$ cat config.mk
export PLATFORM = sky130hd
export DESIGN_NAME = pwm_scaled_clk
export DESIGN_NICKNAME = d
export VERILOG_FILES = /design/src/rtl/pwm_sclk_pkg.sv /design/src/rtl/pwm_scale_path.sv /design/src/rtl/pwm_chan_mux.sv /design/src/rtl/pwm_scaled_clk.sv
export SDC_FILE = /design/constraint.sdc
export NUM_CORES = 1
export LEC_CHECK = 0
export BUFFER_PORTS_ARGS = -buffer_cell sky130_fd_sc_hd__buf_4
export CAP_MARGIN = 10
export CORE_MARGIN = 3
export CORE_UTILIZATION = 25
export CTS_BUF_LIST = sky130_fd_sc_hd__clkbuf_16
export CTS_CLUSTER_SIZE = 30
export DETAILED_ROUTE_END_ITERATION = 7
export GPL_ROUTABILITY_DRIVEN = 0
export PLACE_DENSITY = 0.5
export RECOVER_POWER = 100
export SETUP_SLACK_MARGIN = 0.3
export SLEW_MARGIN = 15
export SYNTH_ARGS = -nofsm -noshare
export SYNTH_HDL_FRONTEND = slang
export SYNTH_SLANG_ARGS = --single-unit
$ cat constraint.sdc
create_clock -name clk_i -period 6 [get_ports clk_i]
set_clock_uncertainty 0.15 [all_clocks]
set_input_delay 0.3 -clock clk_i [delete_from_list [all_inputs] [get_ports clk_i]]
set_output_delay 0.3 -clock clk_i [all_outputs]
set_load 0.01 [all_outputs]
$ cat src/rtl/pwm_sclk_pkg.sv
package pwm_sclk_pkg;
  localparam int unsigned SCL_W = 8;
  localparam int unsigned N_CH  = 8;
  localparam int unsigned ADR_W = 2;

  typedef enum logic [ADR_W-1:0] {
    ADR_SCL_A = 2'd0,
    ADR_SCL_B = 2'd1,
    ADR_SEL   = 2'd2,
    ADR_NONE  = 2'd3
  } reg_adr_e;
endpackage

$ cat src/rtl/pwm_scale_path.sv
module pwm_scale_path #(
  parameter int unsigned SCL_W = 8
) (
  input  logic             clk_i,
  input  logic             rst_ni,
  input  logic             tick_i,
  input  logic             wr_i,
  input  logic [SCL_W-1:0] wdata_i,
  output logic             scl_o
);
  localparam int unsigned CNT_W = SCL_W + 1;
  localparam logic [CNT_W-1:0] FULL = {1'b1, {SCL_W{1'b0}}};
  localparam logic [CNT_W-1:0] ONE  = CNT_W'(1);

  function automatic logic [CNT_W-1:0] eff_f(input logic [SCL_W-1:0] v);
    return (v == '0) ? FULL : {1'b0, v};
  endfunction

  logic [SCL_W-1:0] scale_q;
  logic [CNT_W-1:0] cnt_q;
  logic             half_q;
  logic             term;

  // write beats terminal count
  assign term  = tick_i && (cnt_q == ONE) && !wr_i;
  assign scl_o = term && half_q;

  always_ff @(posedge clk_i or negedge rst_ni) begin
    if (!rst_ni) begin
      scale_q <= '0;
      cnt_q   <= FULL;
      half_q  <= 1'b0;
    end else if (wr_i) begin
      scale_q <= wdata_i;
      cnt_q   <= eff_f(wdata_i);
      half_q  <= 1'b0;
    end else if (tick_i) begin
      if (cnt_q == ONE) begin
        cnt_q  <= eff_f(scale_q);
        half_q <= ~half_q;
      end else begin
        cnt_q <= cnt_q - ONE;
      end
    end
  end

  p_cnt_range_r2: assert property (@(posedge clk_i) disable iff (!rst_ni)
    (cnt_q != '0) && (cnt_q <= FULL));
  p_cnt_hold_r2: assert property (@(posedge clk_i) disable iff (!rst_ni)
    (!tick_i && !wr_i) |=> $stable(cnt_q));
  p_reload_r4: assert property (@(posedge clk_i) disable iff (!rst_ni)
    wr_i |=> (cnt_q == (($past(wdata_i) == '0) ? FULL : {1'b0, $past(wdata_i)})));
  p_half_clr_r5: assert property (@(posedge clk_i) disable iff (!rst_ni)
    wr_i |=> !half_q);
  p_wr_wins_r6: assert property (@(posedge clk_i) disable iff (!rst_ni)
    wr_i |-> !scl_o);
  p_on_tick_r8: assert property (@(posedge clk_i) disable iff (!rst_ni)
    scl_o |-> tick_i);
endmodule

$ cat src/rtl/pwm_chan_mux.sv
module pwm_chan_mux #(
  parameter int unsigned      N_CH  = 8,
  parameter logic [N_CH-1:0]  GRP_B = 8'b1100_1100
) (
  input  logic            clk_i,
  input  logic            rst_ni,
  input  logic            a_i,
  input  logic            b_i,
  input  logic            sa_i,
  input  logic            sb_i,
  input  logic [N_CH-1:0] sel_i,
  output logic [N_CH-1:0] ch_o
);
  for (genvar i = 0; i < N_CH; i++) begin : g_ch
    if (GRP_B[i]) begin : g_b
      assign ch_o[i] = sel_i[i] ? sb_i : b_i;
      p_grp_b_r7: assert property (@(posedge clk_i) disable iff (!rst_ni)
        ch_o[i] |-> b_i);
    end else begin : g_a
      assign ch_o[i] = sel_i[i] ? sa_i : a_i;
      p_grp_a_r7: assert property (@(posedge clk_i) disable iff (!rst_ni)
        ch_o[i] |-> a_i);
    end
  end
endmodule

$ cat src/rtl/pwm_scaled_clk.sv
module pwm_scaled_clk
  import pwm_sclk_pkg::*;
(
  input  logic             clk_i,
  input  logic             rst_ni,
  input  logic             clk_a_en_i,
  input  logic             clk_b_en_i,
  input  logic             wr_en_i,
  input  logic [ADR_W-1:0] wr_addr_i,
  input  logic [SCL_W-1:0] wr_data_i,
  output logic [N_CH-1:0]  ch_en_o
);
  logic            wr_a, wr_b, wr_sel;
  logic            sa, sb;
  logic [N_CH-1:0] sel_q;

  assign wr_a   = wr_en_i && (wr_addr_i == ADR_SCL_A);
  assign wr_b   = wr_en_i && (wr_addr_i == ADR_SCL_B);
  assign wr_sel = wr_en_i && (wr_addr_i == ADR_SEL);

  always_ff @(posedge clk_i or negedge rst_ni) begin
    if (!rst_ni)     sel_q <= '0;
    else if (wr_sel) sel_q <= N_CH'(wr_data_i);
  end

  pwm_scale_path #(.SCL_W(SCL_W)) u_path_a (
    .clk_i(clk_i), .rst_ni(rst_ni), .tick_i(clk_a_en_i),
    .wr_i(wr_a), .wdata_i(wr_data_i), .scl_o(sa)
  );

  pwm_scale_path #(.SCL_W(SCL_W)) u_path_b (
    .clk_i(clk_i), .rst_ni(rst_ni), .tick_i(clk_b_en_i),
    .wr_i(wr_b), .wdata_i(wr_data_i), .scl_o(sb)
  );

  pwm_chan_mux #(.N_CH(N_CH), .GRP_B(8'b1100_1100)) u_mux (
    .clk_i(clk_i), .rst_ni(rst_ni), .a_i(clk_a_en_i), .b_i(clk_b_en_i),
    .sa_i(sa), .sb_i(sb), .sel_i(sel_q), .ch_o(ch_en_o)
  );

  p_unused_adr_r9: assert property (@(posedge clk_i) disable iff (!rst_ni)
    (wr_en_i && (wr_addr_i == ADR_NONE)) |=> $stable(sel_q));
endmodule

Word-level counts from Yosys, hierarchy flattened. Index checks and enable logic that the tools add are counted.

Flip-flop bits (word level): 44. Output and inout bits: 8. Logic and storage cells: 59. Input bits: 15.

Equal/unequal tests: 4. $add $sub $neg: 2. Reduce and logical (&&, ||, !) cells: 21. Bitwise logic cells: 2. Multiplexer cells: 23.

Operator list (count): $mux 9 (9); $logic_not 8->1 (3); $eq 9x1->1 const B (2); $sub 9x1->9 const B (2); $mux 1 (14); $logic_and 1x1->1 (9); $reduce_bool 2->1 (4); $reduce_and 2->1 (2); $eq 2x1->1 const B (1); $eq 2x2->1 const B (1); $logic_not 1->1 (2); $logic_not 2->1 (1); $not 1->1 (2).

Logic depth before layout (Yosys ltp).
Depth in word-level cells: 6. Gate-level depth with buffers: 8. Depth with buffers taken out: 7.

By module. Synthesis repeated with hierarchy kept, for this count alone.

Cell total of the unflattened synthesis: 239. Area, all modules: 2587.5 µm².

Modules (own cells, without submodules): pwm_scale_path (cells each 106, times used 2, area an instance 1084.8 µm², seq. area each 451.7 µm²); pwm_scaled_clk (cells each 19, times used 1, area an instance 327.8 µm², seq. area each 200.2 µm²); pwm_chan_mux (cells each 8, times used 1, area an instance 90.1 µm², seq. area each 0.0 µm²).

Worst setup path before layout. No wires, ideal clock.

Kind: reg-to-output. Start: register u_path_b.cnt_q[1]. End: output ch_en_o[2]. Buffers on the path: 0. Arrival time: 1.922 ns. Stages on the path, launching flop included: 7. Slack: 3.628 ns. Cells stage by stage: dfrtp_1 -> inv_1 -> ha_1 -> or3b_2 -> nor3_1 -> nand3_1 -> a21boi_0.

Word-level cells in the longest chain between the ends: 5.

Ends and longest elaborated chain: start, declared (RTL line pwm_scale_path.sv:20) `logic [CNT_W-1:0] cnt_q;`; start signal, assigned (RTL line pwm_scale_path.sv:35) `cnt_q <= eff_f(wdata_i);`; start signal, assigned (RTL line pwm_scale_path.sv:39) `cnt_q <= eff_f(scale_q);`; start signal, assigned (RTL line pwm_scale_path.sv:42) `cnt_q <= cnt_q - ONE;`; $eq 9x1->1 (RTL line pwm_scale_path.sv:25) `assign term = tick_i && (cnt_q == ONE) && !wr_i;`; $logic_and 1x1->1 (2 in series) (RTL line pwm_scale_path.sv:25); $logic_and 1x1->1 (RTL line pwm_scale_path.sv:26) `assign scl_o = term && half_q;`; $mux 1 (RTL line pwm_chan_mux.sv:16) `assign ch_o[i] = sel_i[i] ? sb_i : b_i;`; end, declared (RTL line pwm_scaled_clk.sv:11) `output logic [N_CH-1:0] ch_en_o`.

No other way between the ends.

Worst setup path after layout.
Start: register u_path_a.cnt_q[1]. End: output ch_en_o[5].

Word-level cells in the longest chain between the ends: 5.

Ends and longest elaborated chain: start, declared (RTL line pwm_scale_path.sv:20); start signal, assigned (RTL line pwm_scale_path.sv:35); start signal, assigned (RTL line pwm_scale_path.sv:39); start signal, assigned (RTL line pwm_scale_path.sv:42); $eq 9x1->1 (RTL line pwm_scale_path.sv:25); $logic_and 1x1->1 (2 in series) (RTL line pwm_scale_path.sv:25); $logic_and 1x1->1 (RTL line pwm_scale_path.sv:26); $mux 1 (RTL line pwm_chan_mux.sv:20) `assign ch_o[i] = sel_i[i] ? sa_i : a_i;`.

No other way between the ends.

==> flow_summary.yaml <==
timing:
  unrepaired_setup_endpoints_after_global_routing: "no"
  post-route-min-period_ps: 3213
  timing_max_transition_violations_final: 45
  hold_ws_ps: 123.2
  max_slew_margin_pct: -64.43
  setup_total_negative_slack_ps: 0
  worst-slew-pin-transition_ps: 2466
  timing.final.hold_violations: 0
  finalSetupViolations: 0
  period_share_pct: 53.55
  fmaxAchievable_mhz: 311.3
clocking:
  cts_inserted_buffers: 5
  clkTransAtPathRegs_ps: 60
  clock_sink_count: 44
  clk_path_buf_depth: 2
  clock_tree.htree_level_count: 2
  cts_tree: "built"
  cts_resized: 0
  clock_latency_ps: 280
  cts-root-buf: "sky130_fd_sc_hd__clkbuf_16"
detailed_routing:
  drtIter0Drc: 103
  drc: 0
  vias: 2027
  routed_wire_length_per_instance_um: 15.52
  ant_nets: 0
  routed_wl_um: 6456
  drt_first_pass_iters: 4
  vias_per_cell: 4.873
synth:
  number_of_synthesized_flops_with_an_enable_pin: 0
  synth_cell_type_count: 47
  synth-main-ff-cell: "sky130_fd_sc_hd__dfrtp_1"
  synth_top_cells_by_count: "sky130_fd_sc_hd__nand2_1, sky130_fd_sc_hd__dfrtp_1, sky130_fd_sc_hd__nor2_1"
  synthesis.yosys.warnings: 0
  cell_count_after_synthesis: 265
  synth_seq_area_share_pct: 45.68
  post_synth_main_area_contributors: "sky130_fd_sc_hd__dfrtp_1, sky130_fd_sc_hd__nand2_1, sky130_fd_sc_hd__mux2_2"
  yosys.area.top_type_share_pct: 43.50
  yosys_register_bits: 44
  synth.largest_area_cell: "sky130_fd_sc_hd__dfrtp_1"
  avgSynthCellArea_um2: 9.117
  netlist_area_um2: 2416
  synth.net_count: 284
  async_reset_ff_share_pct: 100.0
  yosys.cell_count.top_type: "sky130_fd_sc_hd__nand2_1"
floorplan:
  placement_rows: 35
  pin_count: 23
  die_width_um: 104.3
  die_h_um: 104.3
  starting_density_of_the_core_pct: 25.90
  placeableCoreArea_um2: 9328
  floorplan.die_area_um2: 10880
worst_setup_path:
  crit_path_max_fanout: 11
  critPathCaptureType: "output port"
  regToRegSetupSlack_ps: 3650
  highest_delay_cell_along_the_critical_path: "sky130_fd_sc_hd__or3b_2"
  cp_num_buf_inv: 2
  timing_worst_setup_path_type: "flop to output port"
  critPathArrivalTime_ps: 2760
  crit_family: "simple AND/OR/NAND/NOR gates"
  cp.required_ps: 5550
  worst_setup_path_start_kind: "flop"
  cp_slowest_stage_delay_ps: 580
  timing.critical_path.cells: "inv_1 -> ha_1 -> nor3b_1 -> nand3_1 -> or3b_2 -> a21boi_0 -> clkbuf_1"
power:
  power.leakage_nw: 1.204
  power.density_nw_per_um2: 377.5
  p_switching_mw: 0.3700
  clock_power_share_pct: 24.5
  netSwitchingFraction_pct: 35.00
  report.power.total_mw: 1.057
  power.sequential.fraction_pct: 44.7
  vdd_drop_max_v: 0.0001208
  internal-power_mw: 0.6871
  pwr-share-comb_pct: 30.8
final_layout:
  antenna_cells_inserted: 0
  final_layout_size_suffix_gt1_share_pct: 14.63
  fillCellCount: 997
  syn2layout_area_growth_pct: 15.90
  fin_nets: 305
flow_run:
  drv.max_cap_violation_count: 1
placed_design:
  buffer_ports.inserted: 22
  place.detailed.hpwl_um: 4600
outcome:
  run_status: "finished, violations left"
  violations_in_the_final_reports: "max-capacitance violations, max-slew violations"
grt:
  grt_remaining_overflow: 0
  wire_length_of_the_first_global_routing_pass_um: 10900
  antenna_found_initial: 0
  first_global_vias: 2052
  grt_start_max_net_pins: 45
  grt_use_total_pct: 12.36
hold_path:
  hold_path_class: "primary input to flop"
[final cells by class]
| class | instances | area [µm²] | area share [%] |
|---|---|---|---|
| tap | 129 | 161.4 | 5.764 |
| multi-input combinational | 206 | 1235 | 44.10 |
| sequential | 44 | 1104 | 39.41 |
| timing repair buffer | 24 | 145.1 | 5.183 |
| clock inverter | 3 | 11.26 | 0.4021 |
| inverter | 5 | 18.77 | 0.6702 |
| clock buffer | 5 | 125.1 | 4.468 |
[sequential cells by signal, indices dropped and copies added, names as in the netlist]
signal,cells
u_path_b.scale_q,8
u_path_b.half_q,1
sel_q,8
u_path_a.cnt_q,9
u_path_a.scale_q,8
u_path_a.half_q,1
u_path_b.cnt_q,9
[worst min-delay path: stages]
cell	delay, ps
sky130_fd_sc_hd__buf_4	130
sky130_fd_sc_hd__nand2_1	50
sky130_fd_sc_hd__nand2_1	50
[cell families after synthesis]
family | Yosys count | share of synthesized area (%)
AO/OA/AOI/OAI | 53 | 15.38
flip-flops | 44 | 45.68
buffers and inverters | 15 | 2.641
XOR/XNOR | 8 | 2.900
AND/OR/NAND/NOR | 130 | 26.26
adder cells (fa/ha/maj) | 4 | 2.072
multiplexers | 11 | 5.075
[metal layers]
metal | routed length (µm) | global-route usage [%] | vias up
li1 | - | - | 981
met1 | 3345 | 18.21 | 1007
met2 | 2799 | 17.85 | 33
met3 | 240 | 3.104 | 6
met4 | 71 | 3.324 | 0
met5 | 0 | 0 | -
[placed cells by master, fill, tap and decap left out, types with 5 or more instances in the layout]
master and instances:
sky130_fd_sc_hd__inv_1 7, sky130_fd_sc_hd__nor3_1 9, sky130_fd_sc_hd__nand3_1 9, sky130_fd_sc_hd__dfrtp_1 42, sky130_fd_sc_hd__nor2_1 17, sky130_fd_sc_hd__a21boi_0 10
sky130_fd_sc_hd__or3b_2 5, sky130_fd_sc_hd__mux2_2 10, sky130_fd_sc_hd__nor4_1 6, sky130_fd_sc_hd__clkbuf_1 10, sky130_fd_sc_hd__buf_4 13, sky130_fd_sc_hd__clkbuf_16 5
sky130_fd_sc_hd__nand2_1 64, sky130_fd_sc_hd__o21ai_0 14
[through the flow]
step                util (%)  instance area [µm²]  cells  setup slack, ps
floorplan                  -                 2416    265             3628
global placement       29.05                 2710    407             3274
detailed placement     29.05                 2710    407             3136
CTS                    30.62                 2856    416             2811
global route           30.02                 2800    416             2489
finish                 30.02                 2800    416             2787
[power groups by stage]
| stage | combinational, mW | clock (mW) | sequential [mW] |
|---|---|---|---|
| final | 0.325 | 0.259 | 0.472 |
| after CTS | 0.342 | 0.265 | 0.472 |
| after detailed placement | 0.339 | 0 | 0.476 |
| after global placement | 0.340 | 0 | 0.477 |
| after floorplan | 0.264 | 0 | 0.450 |
| after global routing | 0.374 | 0.276 | 0.488 |
[path summary, 6_finish.rpt]
path,start,to,cells past startpoint
max in group asynchronous,rst_ni,sel_q[1]$_DFFE_PN0P_,2
setup reg to reg,u_path_a.cnt_q[1]$_DFFE_PN0P_,u_path_a.cnt_q[4]$_DFFE_PN0P_,7
hold reg to reg,u_path_a.scale_q[7]$_DFFE_PN0P_,u_path_a.scale_q[7]$_DFFE_PN0P_,2
min in group asynchronous,rst_ni,u_path_a.cnt_q[6]$_DFFE_PN0P_,2
setup / recovery,u_path_a.cnt_q[1]$_DFFE_PN0P_,ch_en_o[5],7
hold / removal,wr_data_i[4],u_path_a.scale_q[4]$_DFFE_PN0P_,3
[what timing repair did]
action	CTS	global route
buffers inserted	0	0
hold endpoints to repair	42	0
hold buffers	1	0
(Power assumes the default switching activity.)
